$ cat src/rtl/ocp_pkg.sv
// Shared types for the overcurrent retry controller.
package ocp_pkg;
    typedef enum logic [1:0] {
        PH_IDLE  = 2'd0,  // regulator disabled
        PH_RUN   = 2'd1,  // normal operation
        PH_CLAMP = 2'd2,  // current limited, regulator still on
        PH_COOL  = 2'd3   // regulator off, waiting to retry
    } phase_t;
endpackage

$ cat src/rtl/ocp_sync2.sv
// Two-flop synchronizer for a single asynchronous level.
// Assumes the input is a slow level; no pulse stretching.
module ocp_sync2 (
    input  logic clk,
    input  logic rst_n,
    input  logic d_async,
    output logic q_sync
);
    logic stage1;

    // shift the level through two flops, cleared by reset
    always_ff @(posedge clk) begin
        if (!rst_n) begin
            stage1 <= 1'b0;
            q_sync <= 1'b0;
        end else begin
            stage1 <= d_async;
            q_sync <= stage1;
        end
    end
endmodule

$ cat src/rtl/ocp_phase_timer.sv
// Down-counter that times the clamp and cool-down phases.
// A load has priority over the count-down. Clear has priority over everything.
// The counter stops at zero.
module ocp_phase_timer #(
    parameter int TW = 8
) (
    input  logic          clk,
    input  logic          rst_n,
    input  logic          clear,
    input  logic          load,
    input  logic [TW-1:0] load_val,
    output logic          expired
);
    logic [TW-1:0] remain;

    // load, clear or step the remaining-cycle count
    always_ff @(posedge clk) begin
        if (!rst_n || clear)     remain <= '0;
        else if (load)           remain <= load_val;
        else if (remain != '0)   remain <= remain - 1'b1;
    end

    assign expired = (remain == '0);

    // once expired and not reloaded, the timer stays at zero
    a_r6_no_wrap: assert property (@(posedge clk) disable iff (!rst_n)
        (expired && !load) |=> expired);
endmodule

$ cat src/rtl/ocp_fault_counter.sv
// Saturating counter of shutdown events.
// Assumes inc is a single-cycle pulse on each entry into the off phase.
module ocp_fault_counter #(
    parameter int CW = 4
) (
    input  logic          clk,
    input  logic          rst_n,
    input  logic          inc,
    output logic [CW-1:0] count
);
    localparam logic [CW-1:0] TOP = '1;

    // count up on each event, hold at the top value
    always_ff @(posedge clk) begin
        if (!rst_n)                    count <= '0;
        else if (inc && count != TOP)  count <= count + 1'b1;
    end

    // a saturated counter never wraps back
    a_r7_no_overflow: assert property (@(posedge clk) disable iff (!rst_n)
        (count == TOP) |=> (count == TOP));
endmodule

$ cat src/rtl/ocp_retry_ctrl.sv
// Hiccup-mode overcurrent controller for a linear regulator.
// An asserted overcurrent flag starts a clamped phase of LIMIT_CYCLES clocks.
// If the flag persists, the regulator is switched off for RETRY_CYCLES clocks
// and then re-enabled into a new clamped probe. Enable low forces the off state.
// Assumes LIMIT_CYCLES >= 1 and RETRY_CYCLES >= 1.
module ocp_retry_ctrl #(
    parameter int LIMIT_CYCLES = 10000,
    parameter int RETRY_CYCLES = 100000,
    parameter int FCNT_W       = 4
) (
    input  logic              clk,
    input  logic              rst_n,
    input  logic              en,
    input  logic              oc_in,
    output logic              reg_on,
    output logic              limiting,
    output logic              fault,
    output logic [FCNT_W-1:0] fault_count
);
    import ocp_pkg::*;

    localparam int MAXC = (LIMIT_CYCLES > RETRY_CYCLES) ? LIMIT_CYCLES : RETRY_CYCLES;
    localparam int TW   = $clog2(MAXC + 1);
    localparam logic [TW-1:0] LIM_LD = TW'(LIMIT_CYCLES - 1);
    localparam logic [TW-1:0] RET_LD = TW'(RETRY_CYCLES - 1);

    phase_t        phase, phase_nx;
    logic          oc_s;
    logic          t_load, t_expired, shut_evt;
    logic [TW-1:0] t_val;
    logic          past_ok;

    ocp_sync2 u_sync (
        .clk     (clk),
        .rst_n   (rst_n),
        .d_async (oc_in),
        .q_sync  (oc_s)
    );

    ocp_phase_timer #(.TW(TW)) u_timer (
        .clk      (clk),
        .rst_n    (rst_n),
        .clear    (!en),
        .load     (t_load),
        .load_val (t_val),
        .expired  (t_expired)
    );

    ocp_fault_counter #(.CW(FCNT_W)) u_fcnt (
        .clk   (clk),
        .rst_n (rst_n),
        .inc   (shut_evt),
        .count (fault_count)
    );

    // next phase, timer reload and shutdown event
    always_comb begin
        phase_nx = phase;
        t_load   = 1'b0;
        t_val    = LIM_LD;
        shut_evt = 1'b0;
        if (!en) begin
            phase_nx = PH_IDLE;
        end else begin
            unique case (phase)
                PH_IDLE:  phase_nx = PH_RUN;
                PH_RUN: if (oc_s) begin
                    phase_nx = PH_CLAMP;
                    t_load   = 1'b1;
                end
                PH_CLAMP: if (!oc_s) begin
                    phase_nx = PH_RUN;
                end else if (t_expired) begin
                    phase_nx = PH_COOL;
                    t_load   = 1'b1;
                    t_val    = RET_LD;
                    shut_evt = 1'b1;
                end
                PH_COOL: if (t_expired) begin
                    phase_nx = PH_CLAMP;
                    t_load   = 1'b1;
                end
                default:  phase_nx = PH_IDLE;
            endcase
        end
    end

    // phase register
    always_ff @(posedge clk) begin
        if (!rst_n) phase <= PH_IDLE;
        else        phase <= phase_nx;
    end

    // marks that one reset cycle has been seen, for $past-based checks
    always_ff @(posedge clk) begin
        if (!rst_n) past_ok <= 1'b1;
    end

    assign reg_on   = (phase == PH_RUN) || (phase == PH_CLAMP);
    assign limiting = (phase == PH_CLAMP);
    assign fault    = (phase == PH_COOL);

    // clamp only while on, fault only while off
    a_r9_clamp_on: assert property (@(posedge clk) disable iff (!rst_n)
        limiting |-> reg_on);
    a_r9_fault_off: assert property (@(posedge clk) disable iff (!rst_n)
        fault |-> !reg_on);
    // enable low forces every output low
    a_r8_disable_off: assert property (@(posedge clk) disable iff (!rst_n)
        !en |=> (!reg_on && !limiting && !fault));
    // the off phase is entered only from the clamp phase
    a_r5_off_from_clamp: assert property (@(posedge clk) disable iff (!rst_n || past_ok !== 1'b1)
        $rose(fault) |-> $past(limiting));
    // the shutdown count moves by at most one step
    a_r7_single_step: assert property (@(posedge clk) disable iff (!rst_n || past_ok !== 1'b1)
        (fault_count != $past(fault_count)) |-> (fault_count == $past(fault_count) + 1'b1));
endmodule

$ cat config.mk
export PLATFORM = sky130hd
export DESIGN_NAME = ocp_retry_ctrl
export DESIGN_NICKNAME = d
export VERILOG_FILES = /design/src/rtl/ocp_pkg.sv /design/src/rtl/ocp_sync2.sv /design/src/rtl/ocp_phase_timer.sv /design/src/rtl/ocp_fault_counter.sv /design/src/rtl/ocp_retry_ctrl.sv
export SDC_FILE = /design/constraint.sdc
export NUM_CORES = 1
export LEC_CHECK = 0
export CAP_MARGIN = 20
export CORE_MARGIN = 2
export CORE_UTILIZATION = 51
export DETAILED_ROUTE_END_ITERATION = 8
export PLACE_DENSITY = 0.74
export RECOVER_POWER = 50
export SYNTH_ARGS = -nofsm -noshare
export SYNTH_HDL_FRONTEND = slang
export SYNTH_HIERARCHICAL = 1
export SYNTH_SLANG_ARGS = --single-unit
export TNS_END_PERCENT = 50
$ cat constraint.sdc
create_clock -name clk -period 2.8 [get_ports clk]
set_input_delay 0.56 -clock clk [delete_from_list [all_inputs] [get_ports clk]]
set_output_delay 0.56 -clock clk [all_outputs]
set_load 0.01 [all_outputs]
Word level (Yosys, flattened, before mapping):

Index checks and enable logic that the tools add are counted.

* register bits after elaboration: 25
* bits of input ports: 4
* output and inout port bits: 7
* word-level logic and storage cells: 43

* add/sub/neg operators: 2
* equal/unequal tests: 7
* muxes and demuxes: 18
* reductions and logical operators: 11

Operator list (number)
* 17-bit two-way mux: 6
* 17-bit logical NOT: 1
* 17-bit nonzero test: 1
* 17-bit by 1-bit subtractor with 17-bit output (second input constant): 1
* 2-bit two-way mux: 4
* 2-bit one-hot mux with 4 select lines: 1
* 1-bit two-way mux: 6
* 4-bit by 1-bit adder with 4-bit output (second input constant): 1
* 2-bit == test (second input constant): 2
* 2-bit by 1-bit inequality test with 1-bit output (second input constant): 2
* 4-bit inequality test (second input constant): 1
* 3-bit inequality test (second input constant): 1
* 1-bit one-hot mux with 3 select lines: 1
* 3-bit AND reduction: 1
* 2-bit by 1-bit == test with 1-bit output (second input constant): 1
* 1-bit logical NOT: 2
* 2-bit logical NOT: 1
* 1-bit logical OR: 2
* 2-bit AND reduction: 1
* 2-bit nonzero test: 1
* 1-bit logical AND: 1

Depth between registers and ports, before layout:

* word-level depth: 6
* mapped depth: 15
* depth with buffers taken out: 13

By module:

The synthesis kept the hierarchy.

Modules (own cells, without submodules)
* ocp_phase_timer: instances 1, cells each 104, area an instance 938.4 um^2, seq. area each 340.3 um^2
* ocp_retry_ctrl: instances 1, cells each 26, area an instance 209.0 um^2, seq. area each 40.0 um^2
* ocp_fault_counter: instances 1, cells each 22, area an instance 196.4 um^2, seq. area each 80.1 um^2
* ocp_sync2: instances 1, cells each 4, area an instance 52.6 um^2, seq. area each 40.0 um^2

Least setup slack after synthesis:

OpenSTA, ideal clock, no wires.

* path type: reg-to-reg
* start point: register u_timer.remain[0]
* end point: register u_timer.remain[15]
* setup time: 0.067 ns
* data arrival time: 2.642 ns
* required time: 2.733 ns
* slack: 0.091 ns
* cell stages (with the launch flop): 16
* buffers on the path: 2
* period minus slack after synthesis: 2.709 ns
* path through: dfxtp_1 > inv_1 > ha_1 > nor4b_4 > nand4_2 > or2_1 > buf_6 > inv_1 > a21o_2 > a22oi_1 > nor3_1 > inv_1 > nor2_1 > clkbuf_1 > nand2_1 > o21ai_2

* word-level cells in the longest chain between the ends: 6
* elaborated cells on any way between the ends: 14
* classes of those cells: add/sub: 1; mux: 10; reduce/logical: 3

Ends and longest elaborated chain
* from (decl): line ocp_phase_timer.sv:14 `logic [TW-1:0] remain;`
* from (signal assigned): line ocp_phase_timer.sv:19 `else if (load) remain <= load_val;`
* from (signal assigned): line ocp_phase_timer.sv:20 `else if (remain != '0) remain <= remain - 1'b1;`
* 17-bit logical NOT (*): line ocp_phase_timer.sv:23 `assign expired = (remain == '0);`
* net t_expired: line ocp_retry_ctrl.sv:29 `logic t_load, t_expired, shut_evt;`
* 1-bit two-way mux (*): line ocp_retry_ctrl.sv:73, ocp_retry_ctrl.sv:79
* 1-bit two-way mux: line ocp_retry_ctrl.sv:71 `PH_CLAMP: if (!oc_s) begin`
* 1-bit one-hot mux with 3 select lines (*): line ocp_retry_ctrl.sv:65 `unique case (phase)`
* 1-bit two-way mux (*): line ocp_retry_ctrl.sv:62 `if (!en) begin`
* net t_load: line ocp_retry_ctrl.sv:29
* 17-bit two-way mux or 2-bit nonzero test (tied branches)

The timed path passes the listed nets; every way through them passes the cells marked *. The select of a mux whose other input is x is not followed.
A chain may end at the register's enable or synchronous reset.

Worst setup path in the final report:

* start point: register u_timer.remain[0]
* end point: register u_timer.remain[6]

Same word-level chain as after synthesis.

==> flow_metrics.py <==
metrics = {
    "yosys": {
        "synth_top_area_cell": "dfxtp_1",
        "netlist.area_leader.share": 0.358,
        "synth_edf_count": 0,
        "synth-warning-count": 6,
        "synth_compound_area_frac": 0.162,
        "synth-simple-area-share": 0.252,
        "yosysUniqueCellTypes": 43,
        "synthTopCellsByArea": "dfxtp_1 (36%), xnor2_1 (7.5%), o21ai_2 (6.3%)",
        "synth-seq-cells": 25,
        "synth.most_common_cell": "dfxtp_1",
        "yosysSeqAreaShare": 0.358,
        "synthAdderAreaFrac": 0.0538,
        "syn_inst": 156,
        "synth_mux_area_frac": 0.0287,
        "avgSynthCellArea_um2": 8.95,
        "synth-xor-area-share": 0.0878,
        "ys.flop_type": "dfxtp_1",
        "async_reset_ff_frac": 0,
        "synth_area_um2": 1400,
        "synth_common_cells": "dfxtp_1 (25), nand2_1 (23), xnor2_1 (12)",
        "synth_top_family_by_area": "simple AND/OR/NAND/NOR gates",
    },
    "setup_path": {
        "cp.required_ns": 3.02,
        "critPathMaxFanout": 13,
        "critPathMaxStageDelay_ns": 0.35,
        "crit_path_start": "u_timer/remain[0]",
        "rr_startpoint": "u_timer/remain[0]",
        "crit_chain": "inv_1, ha_1, nor4b_4, nand4_2, or2_0, inv_1, a21o_2, a22oi_1, nor3_2, nor2_1, nand2_4, o21ai_0",
        "critPathCaptureType": "flop",
        "worstPathArrival_ns": 2.75,
        "path_common_cell": "inv_1",
        "r2r_slack_ns": 0.27,
        "crit_type": "flop to flop",
        "start_kind": "flop",
        "slowest_stage": "dfxtp_1",
    },
    "global_route": {
        "grt_max_degree": 14,
        "grt_pass1_vias": 1133,
        "grt_pass1_wl_mm": 4.60,
        "grt_use_total": 0.180,
        "grt_remaining_overflow": 0,
        "antenna_found_initial": 0,
    },
    "floorplan": {
        "chipWidth_um": 56.3,
        "dieArea_um2": 3170,
        "rows": 18,
        "fp.dieH_um": 56.3,
        "initial_core_util": 0.549,
        "core_um2": 2540,
        "ios": 11,
    },
    "timing": {
        "rsz0062_at_grt": "false",
        "setup_viol": 0,
        "fin_crit_ns": 2.53,
        "hold_viol_final": 0,
        "fmax_ghz": 0.395,
        "post-route-period-util": 0.903,
        "whs_ns": 0.462,
        "fin_worst_skew_ns": 0.00143,
        "finalMaxSlewViolations": 0,
        "setup_tns_ns": 0,
    },
    "placement": {
        "dp_hpwl_mm": 2.00,
        "port_buffers": 10,
        "gp_congestion": 0.839,
    },
    "routing": {
        "met3_wirelength_um": 54,
        "vias": 1125,
        "ant_nets": 0,
        "dr.first_iter.drc_count": 18,
        "wl_met1_mm": 1.23,
        "remaining_drc_errors": 0,
        "dr.pass1.iters": 3,
        "routed_via_density": 5.33,
        "drt-total-wl_mm": 2.63,
        "highest_layer": "met4",
        "post_drt_wl_per_cell_um": 12.5,
        "wl_met2_mm": 1.28,
    },
    "hold_path": {
        "worstHoldStart": "u_sync/stage1",
        "hold_path_class": "flop to flop",
    },
    "clocking": {
        "cts_max_path_buffers": 2,
        "clk_latency_ns": 0.33,
        "cts_sinks": 25,
        "clk_pin_slew_ns": 0.14,
        "cts_tree": "yes",
        "h-tree-depth": 1,
        "cts_root_buffer": "clkbuf_4",
        "cts-hold-fix-buffers": 0,
        "cts_buffers": 3,
    },
    "power": {
        "power_frac_seq": 0.385,
        "clkPwrFrac": 0.144,
        "leakagePower_nw": 0.669,
        "power_frac_comb": 0.470,
        "vdd_drop_max_v": 0.000415,
        "p_switching_w": 0.000464,
        "power.internal_w": 0.000712,
        "swShare": 0.394,
        "power.density_nw_per_um2": 737,
    },
    "outcome": {
        "outcome": "finished, final reports clean",
    },
    "layout": {
        "nets": 192,
        "n_antenna_cell": 0,
        "area_growth_pct": 14.2,
        "drive_gt1_frac": 0.144,
    },
    "job": {
        "max_cap_violations": 0,
    },
}
worst paths after layout:
check	to	cells past startpoint
min reg2reg	u_sync/q_sync	1
max	u_timer/remain[6]	12
min	u_sync/q_sync	1
max reg2reg	u_timer/remain[6]	12
sequential cells by signal, summed over array words and instances, names as in the netlist:
name            count
phase               2
u_fcnt/count        4
u_sync/q_sync       1
u_sync/stage1       1
u_timer/remain     17
layout by cell type (no fill, tap or decap), types with 2 or more instances in the layout:
master	count
a21oi_1	2
a21oi_2	2
a22oi_1	2
buf_4	4
clkbuf_1	2
clkbuf_4	3
clkdlybuf4s50_1	3
conb_1	11
dfxtp_1	25
dlygate4sd3_1	7
ha_1	6
inv_1	10
mux2i_1	4
nand2_1	23
nand2b_1	2
nand3_1	4
nor2_1	11
nor3_1	6
nor3b_1	2
nor4_1	2
o21ai_0	3
o21ai_2	10
xnor2_1	12
xor2_1	2
kinds of logic after synthesis:
group | count (synthesis)
mux | 4
simple gates | 63
other cells | 2
xor+xnor | 14
buf+inv | 13
compound gates | 29
flops | 25
fa+ha+maj | 6
final cells by class:
type                       instances  area (um^2)
fill                             231          950
tap                               30         37.5
sequential                        25          500
timing repair buffer              15          134
multi-input combinational        127          860
inverter                          10         37.5
clock buffer                       4         26.3
repair_timing:
action / 4_1_cts / 5_1_grt
setup buffers: 0 / 0
setup endpoints to repair: 0 / 16
endpoints found under the hold margin: 0 / 0
gates resized for setup: 0 / 1
power groups by stage:
stage          combinational [W]  sequential, W  clock (W)
2_1_floorplan           0.000491       0.000450          0
3_3_place_gp            0.000539       0.000459          0
3_5_place_dp            0.000552       0.000461          0
4_1_cts                 0.000558       0.000453   0.000175
5_1_grt                 0.000625       0.000461   0.000183
6_report                0.000553       0.000453   0.000170
critical path: cells and delay by family (launching register included):
family | cells | cell delay, ns
AO/OA/AOI/OAI | 3 | 0.33
adder cells (fa/ha/maj) | 1 | 0.22
buffers and inverters | 2 | 0.22
flip-flops | 1 | 0.35
AND/OR/NAND/NOR | 6 | 1.29
metrics by stage:
step / setup WS (ns) / power (W) / instances / utilization / instance area (um^2)
global route: 0.0229 / 0.00127 / 211 / 0.627 / 1600
global placement: 0.337 / 0.000998 / 207 / 0.617 / 1570
floorplan: 0.0914 / 0.000941 / 165 / - / 1430
finish: 0.271 / 0.00118 / 211 / 0.627 / 1600
detailed placement: 0.128 / 0.00101 / 207 / 0.617 / 1570
CTS: 0.110 / 0.00119 / 211 / 0.627 / 1600
per-layer routing:
layer / global-route usage / vias to the layer above
met4: 0.0816 / 0
met1: 0.222 / 534
met3: 0.0207 / 7
met5: 0 / -
met2: 0.311 / 12
li1: - / 572
No activity file was read; power rests on OpenSTA's default activity.
